**src/rtl/sag_pkg.sv**
```systemverilog
package sag_pkg;
  // Source of the read data returned in the response cycle
  typedef enum logic [1:0] {
    SRC_ZERO = 2'd0,
    SRC_RAM  = 2'd1,
    SRC_CFG  = 2'd2
  } rsp_src_e;

  typedef struct packed {
    logic ram_pass;
    logic cfg_pass;
    logic refuse;
  } gate_dec_t;
endpackage

```
**src/rtl/sag_decode.sv**
```systemverilog
module sag_decode
  import sag_pkg::*;
#(
  parameter int unsigned   RAM_BYTES  = 65536,
  parameter int unsigned   GRAN_BYTES = 256,
  parameter logic [31:0]   NS_BASE    = 32'h0100_0000,
  parameter logic [31:0]   S_BASE     = 32'h0200_0000,
  parameter logic [31:0]   CFG_ADDR   = 32'h0300_0000,
  localparam int unsigned  OFF_W      = $clog2(RAM_BYTES),
  localparam int unsigned  GRAN_W     = $clog2(GRAN_BYTES),
  localparam int unsigned  GIDX_W     = OFF_W - GRAN_W,
  localparam int unsigned  BND_W      = GIDX_W + 1
) (
  input  logic [31:0]      addr,
  input  logic             secure,
  input  logic [BND_W-1:0] boundary,
  output gate_dec_t        dec
);
  logic             in_ns_win;
  logic             in_s_win;
  logic             is_cfg;
  logic [BND_W-1:0] granule;
  logic             secure_side;

  always_comb begin
    in_ns_win   = (addr[31:OFF_W] == NS_BASE[31:OFF_W]);
    in_s_win    = (addr[31:OFF_W] == S_BASE[31:OFF_W]);
    is_cfg      = (addr == CFG_ADDR);
    granule     = {1'b0, addr[OFF_W-1:GRAN_W]};
    secure_side = (granule < boundary);

    dec.ram_pass = (in_ns_win && !secure && !secure_side) ||
                   (in_s_win  &&  secure &&  secure_side);
    dec.cfg_pass = is_cfg && secure;
    dec.refuse   = !(dec.ram_pass || dec.cfg_pass);
  end
endmodule

```
**src/rtl/sag_boundary.sv**
```systemverilog
module sag_boundary #(
  parameter int unsigned  RAM_BYTES  = 65536,
  parameter int unsigned  GRAN_BYTES = 256,
  localparam int unsigned OFF_W      = $clog2(RAM_BYTES),
  localparam int unsigned GRAN_W     = $clog2(GRAN_BYTES),
  localparam int unsigned GIDX_W     = OFF_W - GRAN_W,
  localparam int unsigned BND_W      = GIDX_W + 1,
  localparam int unsigned NGRAN      = RAM_BYTES / GRAN_BYTES
) (
  input  logic             clk,
  input  logic             rst_n,
  input  logic             wr_en,
  input  logic [31:0]      wdata,
  output logic [BND_W-1:0] bnd_q,
  output logic [31:0]      bnd_bytes
);
  localparam logic [BND_W-1:0] TOP = BND_W'(NGRAN);

  logic [BND_W-1:0] field;
  logic [BND_W-1:0] bnd_d;

  // Next-state: take the granule field, clamp to the top of RAM
  always_comb begin
    field = wdata[GRAN_W +: BND_W];
    bnd_d = (field > TOP) ? TOP : field;
  end

  always_ff @(posedge clk or negedge rst_n) begin
    if (!rst_n) begin
      bnd_q <= TOP;
    end else if (wr_en) begin
      bnd_q <= bnd_d;
    end
  end

  assign bnd_bytes = 32'(bnd_q) << GRAN_W;
endmodule

```
**src/rtl/sag_respond.sv**
```systemverilog
module sag_respond
  import sag_pkg::*;
(
  input  logic        clk,
  input  logic        rst_n,
  input  logic        req_valid,
  input  gate_dec_t   dec,
  input  logic        req_write,
  input  logic [31:0] cfg_value,
  input  logic [31:0] ram_rdata,
  output logic        rsp_valid,
  output logic [31:0] rsp_rdata,
  output logic        rsp_error
);
  logic        valid_q;
  logic        err_q,   err_d;
  rsp_src_e    src_q,   src_d;
  logic [31:0] cfg_q;

  always_comb begin
    err_d = dec.refuse;
    if (dec.refuse || req_write) begin
      src_d = SRC_ZERO;
    end else if (dec.cfg_pass) begin
      src_d = SRC_CFG;
    end else begin
      src_d = SRC_RAM;
    end
  end

  always_ff @(posedge clk or negedge rst_n) begin
    if (!rst_n) begin
      valid_q <= 1'b0;
      err_q   <= 1'b0;
      src_q   <= SRC_ZERO;
      cfg_q   <= '0;
    end else begin
      valid_q <= req_valid;
      if (req_valid) begin
        err_q <= err_d;
        src_q <= src_d;
        cfg_q <= cfg_value;
      end else begin
        err_q <= 1'b0;
        src_q <= SRC_ZERO;
      end
    end
  end

  always_comb begin
    unique case (src_q)
      SRC_RAM: rsp_rdata = ram_rdata;
      SRC_CFG: rsp_rdata = cfg_q;
      default: rsp_rdata = '0;
    endcase
  end

  assign rsp_valid = valid_q;
  assign rsp_error = err_q;
endmodule

```
**src/rtl/secure_alias_gate.sv**
```systemverilog
module secure_alias_gate
  import sag_pkg::*;
#(
  parameter int unsigned  RAM_BYTES  = 65536,
  parameter int unsigned  GRAN_BYTES = 256,
  parameter logic [31:0]  NS_BASE    = 32'h0100_0000,
  parameter logic [31:0]  S_BASE     = 32'h0200_0000,
  parameter logic [31:0]  CFG_ADDR   = 32'h0300_0000,
  localparam int unsigned OFF_W      = $clog2(RAM_BYTES),
  localparam int unsigned WORD_W     = OFF_W - 2,
  localparam int unsigned BND_W      = OFF_W - $clog2(GRAN_BYTES) + 1
) (
  input  logic              clk,
  input  logic              rst_n,
  input  logic              req_valid,
  input  logic [31:0]       req_addr,
  input  logic              req_write,
  input  logic              req_secure,
  input  logic [31:0]       req_wdata,
  output logic              rsp_valid,
  output logic [31:0]       rsp_rdata,
  output logic              rsp_error,
  output logic              ram_en,
  output logic              ram_we,
  output logic [WORD_W-1:0] ram_addr,
  output logic [31:0]       ram_wdata,
  input  logic [31:0]       ram_rdata
);
  // Reset: asserted asynchronously, released on the clock
  logic [1:0] rst_sync;
  logic       rst_sync_n;

  always_ff @(posedge clk or negedge rst_n) begin
    if (!rst_n) rst_sync <= 2'b00;
    else        rst_sync <= {rst_sync[0], 1'b1};
  end
  assign rst_sync_n = rst_sync[1];

  gate_dec_t        dec;
  logic [BND_W-1:0] bnd_q;
  logic [31:0]      bnd_bytes;
  logic             cfg_wr;

  sag_decode #(
    .RAM_BYTES (RAM_BYTES), .GRAN_BYTES(GRAN_BYTES),
    .NS_BASE   (NS_BASE),   .S_BASE    (S_BASE),
    .CFG_ADDR  (CFG_ADDR)
  ) u_decode (
    .addr     (req_addr),
    .secure   (req_secure),
    .boundary (bnd_q),
    .dec      (dec)
  );

  assign cfg_wr = req_valid && req_write && dec.cfg_pass;

  sag_boundary #(
    .RAM_BYTES (RAM_BYTES), .GRAN_BYTES(GRAN_BYTES)
  ) u_boundary (
    .clk       (clk),
    .rst_n     (rst_sync_n),
    .wr_en     (cfg_wr),
    .wdata     (req_wdata),
    .bnd_q     (bnd_q),
    .bnd_bytes (bnd_bytes)
  );

  sag_respond u_respond (
    .clk       (clk),
    .rst_n     (rst_sync_n),
    .req_valid (req_valid),
    .dec       (dec),
    .req_write (req_write),
    .cfg_value (bnd_bytes),
    .ram_rdata (ram_rdata),
    .rsp_valid (rsp_valid),
    .rsp_rdata (rsp_rdata),
    .rsp_error (rsp_error)
  );

  assign ram_en    = req_valid && dec.ram_pass;
  assign ram_we    = ram_en && req_write;
  assign ram_addr  = req_addr[OFF_W-1:2];
  assign ram_wdata = req_wdata;
endmodule

```
**config.mk**
```make
export PLATFORM = sky130hd
export DESIGN_NAME = secure_alias_gate
export DESIGN_NICKNAME = d
export VERILOG_FILES = /design/src/rtl/sag_pkg.sv /design/src/rtl/sag_decode.sv /design/src/rtl/sag_boundary.sv /design/src/rtl/sag_respond.sv /design/src/rtl/secure_alias_gate.sv
export SDC_FILE = /design/constraint.sdc
export NUM_CORES = 1
export LEC_CHECK = 0
export BUFFER_PORTS_ARGS = -buffer_cell sky130_fd_sc_hd__buf_4
export CAP_MARGIN = 5
export CORE_MARGIN = 2
export CORE_UTILIZATION = 37
export DETAILED_ROUTE_END_ITERATION = 10
export MAX_ROUTING_LAYER = met4
export PLACE_DENSITY = 0.78
export SETUP_SLACK_MARGIN = 0.15
export SYNTH_ARGS = -nofsm -noshare
export SYNTH_HDL_FRONTEND = slang
export SYNTH_SLANG_ARGS = --single-unit
```
**constraint.sdc**
```tcl
create_clock -name clk -period 2.79 [get_ports clk]
set_clock_uncertainty 0.05 [all_clocks]
set_input_delay 0.6975 -clock clk [delete_from_list [all_inputs] [get_ports clk]]
set_output_delay 0.6975 -clock clk [all_outputs]
set_load 0.005 [all_outputs]
```
### After elaboration in Yosys (flattened, before gate mapping)

Cells that the tools add are included.

| word-level totals | value |
|---|---|
| bits of input ports | 101 |
| word-level logic and storage cells | 34 |
| flip-flop bits (word level) | 24 |

| cells by class | value |
|---|---|
| order comparisons | 2 |
| muxes and demuxes | 6 |
| eq/ne operators | 5 |
| reductions and logical operators | 15 |

Operators by type and width:

| kind | count |
|---|---|
| 32-bit one-hot mux with 2 select lines | 1 |
| 32-bit by 26-bit equality test with 1-bit output, second input constant | 1 |
| 16-bit by 10-bit equality test with 1-bit output, second input constant | 1 |
| 16-bit by 9-bit equality test with 1-bit output, second input constant | 1 |
| 9-bit > comparator, second input constant | 1 |
| 1-bit logical AND | 9 |
| 8-bit by 9-bit < comparator with 1-bit output | 1 |
| 9-bit two-way mux | 1 |
| 2-bit two-way mux | 3 |
| 1-bit logical NOT | 3 |
| 1-bit logical OR | 3 |
| 2-bit by 1-bit equality test with 1-bit output, second input constant | 1 |
| 2-bit equality test, second input constant | 1 |
| 1-bit two-way mux | 1 |

### Depth between registers and ports, before layout

Gate-level depths: netlist of run 1.

| logic depth | value |
|---|---|
| depth in word-level cells | 9 |
| mapped depth | 7 |
| depth with buffers taken out | 7 |

### Cells and area by module

From an unflattened synthesis of run 1, not the netlist that was laid out.

| unflattened totals | value |
|---|---|
| cells, all modules | 317 |
| area, all modules | 3,285.7 sq um |

By module, submodules not included:

| module | sequential area each (sq um) | instances | area each (sq um) | cells an instance |
|---|---|---|---|---|
| sag_respond | 900.9 | 1 | 1,893.1 | 152 |
| sag_boundary | 226.5 | 1 | 669.4 | 69 |
| secure_alias_gate | 50.0 | 1 | 417.9 | 52 |
| sag_decode | 0.0 | 1 | 305.3 | 44 |

### Least setup slack after synthesis of run 1

No wires, ideal clock.

| timing path | value |
|---|---|
| path type | input to output |
| start point | input port req_addr[10] |
| end point | output port ram_we |
| stages on the path | 6 |
| data required time | 2,043 ps |
| path slack | 184 ps |
| buffers on the path | 0 |
| arrival | 1,858 ps |
| cells stage by stage | ha_1 -> a211oi_1 -> o211ai_1 -> a21oi_1 -> mux2i_1 -> nor3b_1 |

| on the way | value |
|---|---|
| cells in the longest elaborated chain, start to end | 6 |

RTL lines:

| what | RTL line | RTL |
|---|---|---|
| start, declared | secure_alias_gate.sv:16 | `input logic [31:0] req_addr,` |
| 8-bit by 9-bit < comparator with 1-bit output (*) | sag_decode.sv:30 | `secure_side = (granule < boundary);` |
| 1-bit logical NOT | sag_decode.sv:32 | `dec.ram_pass = (in_ns_win && !secure && !secure_side) \|\|` |
| 1-bit logical AND | sag_decode.sv:32 |  |
| 1-bit logical OR (*) | sag_decode.sv:32 |  |
| 1-bit logical AND (*) | secure_alias_gate.sv:81 | `assign ram_en = req_valid && dec.ram_pass;` |
| 1-bit logical AND (*) | secure_alias_gate.sv:82 | `assign ram_we = ram_en && req_write;` |
| end, declared | secure_alias_gate.sv:24 | `output logic ram_we,` |

Every way passes the cells marked *; elsewhere a longest branch is shown, timed or not.

### Final worst setup path of run 1

| timing path | value |
|---|---|
| start point | input port req_addr[9] |
| end point | output port ram_we |

The elaborated chain is that of the path after synthesis.

==> key figures, run 1 <==
Timing
  • Min cycle time layout: 2.81 ns
  • Final period util: 1.01
  • Worst-Margin Slew: slightly above 0.8 ns
  • Final hold viol count: 0
  • RSZ-0062 raised after global routing: true
  • Pins Over Slew Limit: 0
  • Setup ws final: -0.0166 ns
  • Max Fclk: 356 MHz
  • Max-slew headroom: 0.450
  • # setup viols final: 1

Critical path
  • Crit path buffers/inverters: 2
  • Critical Path End: ram_we
  • Slowest CP cell: mux2i_2
  • Setup CP Type: input port to output port
  • Critical path depth in cells: 8
  • Crit path top cell by count: buf_4
  • Critical Path Start Type: input port
  • FF-to-FF Start: u_boundary.bnd_q[2]
  • Crit-path cells: buf_4, ha_4, a211oi_2, o211ai_1, a21oi_2, mux2i_2, nor3b_2, buf_4
  • Crit path from: req_addr[9]
  • Delay-heaviest family, CP: compound AO/OA/AOI/OAI gates
  • Worst stage delay on the critical path: ~0.30 ns
  • Worst flop-to-flop path endpoint: u_respond.src_q[0]
  • CP Capture Type: output port
  • Critical path data required time: 2.04 ns
  • R2R Setup Slk: 0.81 ns
  • Crit path arrival time: between 2 and 2.5 ns
  • Worst-path fanout max: 3
  • Reg2Reg Depth: 8

Synthesis
  • Syn Inst Count: approximately 200
  • Synth Register Bits: 24
  • Mapped Area: 0.00188 sq mm
  • Share of the yosys chip area belonging to registers: 0.320
  • Post-synth EDFFs: 0
  • Top FF cell, synth: dfrtp_1
  • Synthesized Nets: between 300 and 400
  • Async S/R FF share, synth: 1.00
  • Yosys warning count: 0
  • Count of cell types in the netlist: 34
  • Avg Synthesized Cell Area: 9.34 sq um

Power
  • Power per cell area: about 260 mW/mm^2
  • Seq pwr share: 0.482
  • Part of the power in combinational logic: 0.215
  • VDD IR-drop max: 186 uV
  • Leakage: 1.41 nW
  • Net switching power: 0.153 mW
  • Switch share: 0.207
  • Int Pwr: roughly 0.59 mW
  • Clock power share: 0.302
  • Design Power: ~0.74 mW

Floorplanning
  • Die X: approximately 75 um
  • Core Box Area: roughly 0.0048 sq mm
  • Die Area: about 0.0057 sq mm
  • Initial core utilization: 0.390
  • Die H: around 75 um
  • Rows: 25
  • I/O pins: 183

CTS
  • Clk buf depth: 2
  • Num CTS Buffers: 3
  • # H-tree levels: 1
  • TritonCTS clock tree: yes
  • Hold Buf Count CTS: 0
  • Reg clk slew, reported paths: 0.07 ns
  • Clk_lat worst skew: around 0.26 ns
  • Root Driver: clkbuf_8
  • TritonCTS Sinks: 24

Placement
  • Hpwl dp: 4360 um
  • Placed inst area: between 0.002 and 0.003 sq mm
  • Placer congestion estimate: a little under 0.8
  • Port buffer count: 136
  • Placed Cells: 362

Status
  • Failing checks: setup timing
  • Status: finished, violations left

Layout
  • Cell area after layout: approximately 0.0028 sq mm
  • Diodes inserted: 0
  • Area grow syn2layout: 50.9%
  • Cell Count, Final, Fillers Out: between 300 and 400
  • Final core utilization: 0.588
  • Share of post-route cells with drive strength above 1: 0.597
  • Final layout net count: slightly above 400

Routing
  • Detailed Routing Iterations Pass 1: 4
  • Drt via density: 4.64
  • Residual DRC count: 0
  • Remaining antenna violation count: 0
  • Via count: 1703
  • Initial DRC Count: 29
  • Avg WL per Cell: between 10 and 15 um
  • Final WL: roughly 5200 um

Job
  • Maxcap violations: 0

GRT
  • First-pass GRT wire length: between 7000 and 8000 um
  • Initial antenna violation count: 0
  • Largest net degree at the start of global routing: 24
  • Number of global-route vias before repair: 1701
  • Total grt overflow: 0
  • Gr usage total: 0.178

Hold path
  • Min-delay worst type: input port to asynchronous set/reset pin
layout by cell type, fill, tap and decap left out, types with 2 or more instances in the layout:
cell	n
a21oi_2	3
nor3b_1	2
nor2_1	12
clkbuf_8	4
ha_1	5
nand2_1	4
dfrtp_1	23
mux2_2	9
nor3b_2	2
mux2i_1	7
a22oi_1	9
mux2_4	2
nor4_1	4
nand4_1	2
inv_1	10
ha_4	4
buf_4	147
nand2b_1	7
and2_1	23
nor2b_1	3
cell usage after synthesis (5+ instances only):
library cell | n | area [sq um]
mux2_2 | 9 | 101
mux2i_1 | 8 | 80.1
a22oi_1 | 9 | 67.6
dfrtp_1 | 23 | 576
and2_1 | 23 | 144
ha_1 | 9 | 113
inv_1 | 11 | 41.3
nand2b_1 | 7 | 43.8
buf_4 | 46 | 345
nor2_1 | 12 | 45.0
nand2_1 | 5 | 18.8
through the flow:
stage | setup slack, ns | hold slack, ns | TNS [ns]
after floorplan | 0.184 | 0.230 | 0
after global placement | -0.146 | 0.289 | -0.284
after detailed placement | -0.160 | 0.302 | -0.304
after CTS | 0.00152 | 0.146 | 0
after global routing | -0.0971 | 0.147 | -0.176
final | -0.0166 | 0.153 | -0.0166
cell type report:
| class | count | area, sq um |
|---|---|---|
| inverters | 11 | 41.3 |
| multi-input cells | 113 | 933 |
| clock buffers | 4 | 55.1 |
| fillers | 449 | 1980 |
| repair buffers | 148 | 1120 |
| flip-flops and latches | 24 | 602 |
| well taps | 67 | 83.8 |
sequential cells by signal (all words and copies together), names as in the netlist:
signal / flops
rst_sync: 2
u_boundary.bnd_q: 9
u_respond.cfg_q: 9
u_respond.rsp_error: 1
u_respond.rsp_valid: 1
u_respond.src_q: 2
power by group through the flow:
stage	registers, mW	logic [mW]	clock network [mW]
floorplan	0.363	0.0736	0
global placement	0.364	0.152	0
detailed placement	0.364	0.154	0
finish	0.357	0.159	0.224
CTS	0.357	0.159	0.231
global route	0.358	0.172	0.243
kinds of logic (layout without fill, tap and decap cells):
group                      after synthesis  after routing  share of synthesized area
muxes                                   19             19                      0.113
buffers and inverters                   64            163                      0.224
other                                    1              1                    0.00200
AOI/OAI and AO/OA                       18             18                     0.0673
and+or+nand+nor                         66             66                      0.214
adders and majority gates                9              9                     0.0600
DFF                                     24             24                      0.320
worst min-delay path by stage:
stage,from,end,slack (ns),cells past startpoint
6_report,rst_n,rst_sync[0],0.15,1
2_1_floorplan,rst_sync[1],u_boundary.bnd_q[0],0.23,0
4_1_cts,rst_n,rst_sync[0],0.15,1
3_3_place_gp,rst_sync[0],rst_sync[1],0.29,0
5_1_grt,rst_n,rst_sync[1],0.15,1
3_5_place_dp,rst_sync[0],rst_sync[1],0.30,0
worst reg2reg max path, delay by kind of cell (launching register included):
| family | cells | cell delay, ns |
|---|---|---|
| fa+ha+maj | 1 | 0.21 |
| flops | 1 | 0.40 |
| buf+inv | 2 | 0.25 |
| compound gates | 4 | 0.82 |
| mux | 1 | 0.11 |
per-layer routing:
| layer | track usage | vias up | share of wire |
|---|---|---|---|
| met3 | 0.0120 | 14 | 0.072 |
| met1 | 0.188 | 779 | 0.35 |
| met5 | - | - | 0 |
| li1 | - | 823 | - |
| met2 | 0.342 | 87 | 0.56 |
| met4 | 0.0702 | 0 | 0.021 |
repair_timing:
item | 4_1_cts | 5_1_grt
gates cloned | 0 | 0
gates resized for setup | 11 | 6
endpoints found under the setup margin | 2 | 2
pin swaps | 7 | 4
setup buffers | 1 | 0
Note: power is estimated with default switching activity, not from simulation.
==> inputs of run 2 (changes only) <==
--- a/config.mk
+++ b/config.mk
@@ -13,6 +13,7 @@
 export MAX_ROUTING_LAYER = met4
 export PLACE_DENSITY = 0.78
 export SETUP_SLACK_MARGIN = 0.15
+export SKIP_LAST_GASP = 1
 export SYNTH_ARGS = -nofsm -noshare
 export SYNTH_HDL_FRONTEND = slang
 export SYNTH_SLANG_ARGS = --single-unit
==> run 2 against run 1 <==
The flow still finishes with violations (setup timing). Die area is the same. Routed wire length is the same. Global-route usage is the same. Sequential share of layout area is essentially flat. First-iteration DRC count is the same. Final area shrank 0.13%. Flip-flop and latch count is the same.
==> key figures, run 2 (synthesis results as in run 1) <==
Layout
  • Final layout net count: between 400 and 500
  • Diodes inserted: 0
  • Most common cell after layout, fill and taps aside: buf_4
  • Number of fill cells: 450
  • Most frequent cells in the layout: buf_4, and2_1, dfrtp_1
  • Area grow syn2layout: 50.7%
  • Share of post-route cells with drive strength above 1: 0.597
  • Largest regs: u_boundary.bnd_q x9, u_respond.cfg_q x9
  • Final core utilization: 0.588

Power
  • Design Power: ~0.74 mW
  • Clock power share: 0.303
  • Net switching power: 0.153 mW
  • Switch share: 0.207
  • Int Pwr: 0.587 mW
  • Seq pwr share: 0.483
  • Leakage: ~1.4 nW
  • Part of the power in combinational logic: 0.215
  • VDD IR-drop max: 186 uV
  • Power per cell area: approximately 260 mW/mm^2

Floorplanning
  • Core Box Area: roughly 0.0048 sq mm
  • I/O pins: about 180
  • Initial core utilization: 0.390
  • Die H: ~75 um
  • Die Area: 0.00566 sq mm
  • Rows: 25
  • Die X: between 70 and 80 um

Timing
  • Setup ws final: -0.0166 ns
  • Max-slew headroom: 0.450
  • Final hold viol count: 0
  • Pins Over Slew Limit: 0
  • # setup viols final: 1
  • RSZ-0062 raised after global routing: true
  • Max Fclk: between 300 and 400 MHz
  • Worst-Margin Slew: 0.825 ns
  • Min cycle time layout: 2.81 ns
  • Final period util: 1.01

Routing
  • Drt via density: around 4.6
  • Detailed Routing Iterations Pass 1: 4
  • Residual DRC count: 0
  • Final WL: 5200 um
  • Remaining antenna violation count: 0
  • Avg WL per Cell: around 14 um
  • Initial DRC Count: 29
  • Via count: 1703

GRT
  • Largest net degree at the start of global routing: 24
  • Initial antenna violation count: 0
  • Gr usage total: 0.178
  • Total grt overflow: 0
  • M2 GR Usage: 0.342
  • M1 GR Usage: 0.188
  • Met3 Use GR: 0.0120
  • First-pass GRT wire length: about 7500 um
  • Most used routing layer: met2
  • Number of global-route vias before repair: 1701

Critical path
  • Worst stage delay on the critical path: 0.30 ns
  • Worst-path fanout max: 3
  • Critical path data required time: around 2 ns
  • Reg2Reg Depth: 8
  • Critical Path Start Type: input port
  • Worst flop-to-flop path endpoint: u_respond.src_q[0]
  • Crit path arrival time: between 2 and 2.5 ns
  • Slowest CP cell: mux2i_2
  • Delay-heaviest family, CP: compound AO/OA/AOI/OAI gates
  • Setup CP Type: input port to output port
  • Crit path buffers/inverters: 2
  • FF-to-FF Start: u_boundary.bnd_q[2]
  • CP Capture Type: output port
  • Crit-path cells: buf_4, ha_4, a211oi_2, o211ai_1, a21oi_2, mux2i_2, nor3b_2, buf_4
  • Crit path top cell by count: buf_4
  • R2R Setup Slk: 0.81 ns

CTS
  • # H-tree levels: 1
  • Clk_lat worst skew: approximately 0.26 ns
  • Reg clk slew, reported paths: approximately 0.07 ns
  • Num CTS Buffers: 3
  • TritonCTS Sinks: 24
  • Clk buf depth: 2
  • TritonCTS clock tree: yes
  • Root Driver: clkbuf_8

Placement
  • Port buffer count: 136
  • Hpwl dp: around 4400 um
  • Placer congestion estimate: just under 0.8

Status
  • Failing checks: setup timing
  • Status: finished, violations left

Hold path
  • Min-delay worst type: input port to asynchronous set/reset pin

Job
  • Maxcap violations: 0
[run 2: changes by cell type in the layout (fill, tap and decap cells not counted)]
| cell | change |
|---|---|
| buf_8 | -1 |
| buf_6 | +1 |
[run 2: worst max path at each step]
| stage | cells past startpoint | slack, ns | startpoint | to |
|---|---|---|---|---|
| 6_report | 8 | -0.02 | req_addr[9] | ram_we |
| 2_1_floorplan | 6 | 0.18 | req_addr[10] | ram_we |
| 5_1_grt | 8 | -0.1 | req_addr[10] | ram_we |
| 3_3_place_gp | 8 | -0.15 | req_addr[10] | ram_we |
| 3_5_place_dp | 8 | -0.16 | req_addr[10] | ram_we |
| 4_1_cts | 6 | 0.002 | req_addr[17] | ram_we |
[run 2: power groups by stage]
| stage | sequential (mW) | combinational [mW] | clock [mW] |
|---|---|---|---|
| after CTS | 0.357 | 0.159 | 0.231 |
| after global placement | 0.364 | 0.152 | 0 |
| after floorplan | 0.363 | 0.0736 | 0 |
| after global routing | 0.358 | 0.172 | 0.243 |
| final | 0.357 | 0.159 | 0.224 |
| after detailed placement | 0.364 | 0.154 | 0 |
[run 2: final cells by class]
| cell class | count | area, sq um | share of cell area |
|---|---|---|---|
| Clock buffer | 4 | 55.1 | 0.0195 |
| Inverter | 11 | 41.3 | 0.0146 |
| Multi-Input combinational cell | 113 | 933 | 0.330 |
| Sequential cell | 24 | 602 | 0.213 |
| Tap cell | 67 | 83.8 | 0.0296 |
| Timing Repair Buffer | 148 | 1110 | 0.394 |
[run 2: what timing repair did]
action	in CTS	in global routing
setup endpoints to repair	2	2
setup buffers	1	0
hold buffers	0	0
cloned	0	0
gates resized for setup	11	5
hold endpoints to repair	0	0
pin swaps	7	4
[run 2: routing by layer]
metal / vias up / wire, um
li1: 823 / -
met1: 779 / 1820
met2: 87 / 2900
met3: 14 / 375
met4: 0 / 111
met5: - / 0
[run 2: metrics by stage]
| stage | worst slack, ns | TNS, ns | instances | cell area, sq um | hold slack (ns) |
|---|---|---|---|---|---|
| after global placement | -0.146 | -0.284 | 362 | 2690 | 0.289 |
| after CTS | 0.00152 | 0 | 367 | 2810 | 0.146 |
| final | -0.0166 | -0.0166 | 367 | 2830 | 0.153 |
| after detailed placement | -0.160 | -0.304 | 362 | 2690 | 0.302 |
| after floorplan | 0.184 | 0 | 201 | 1880 | 0.230 |
| after global routing | -0.0977 | -0.177 | 367 | 2830 | 0.147 |
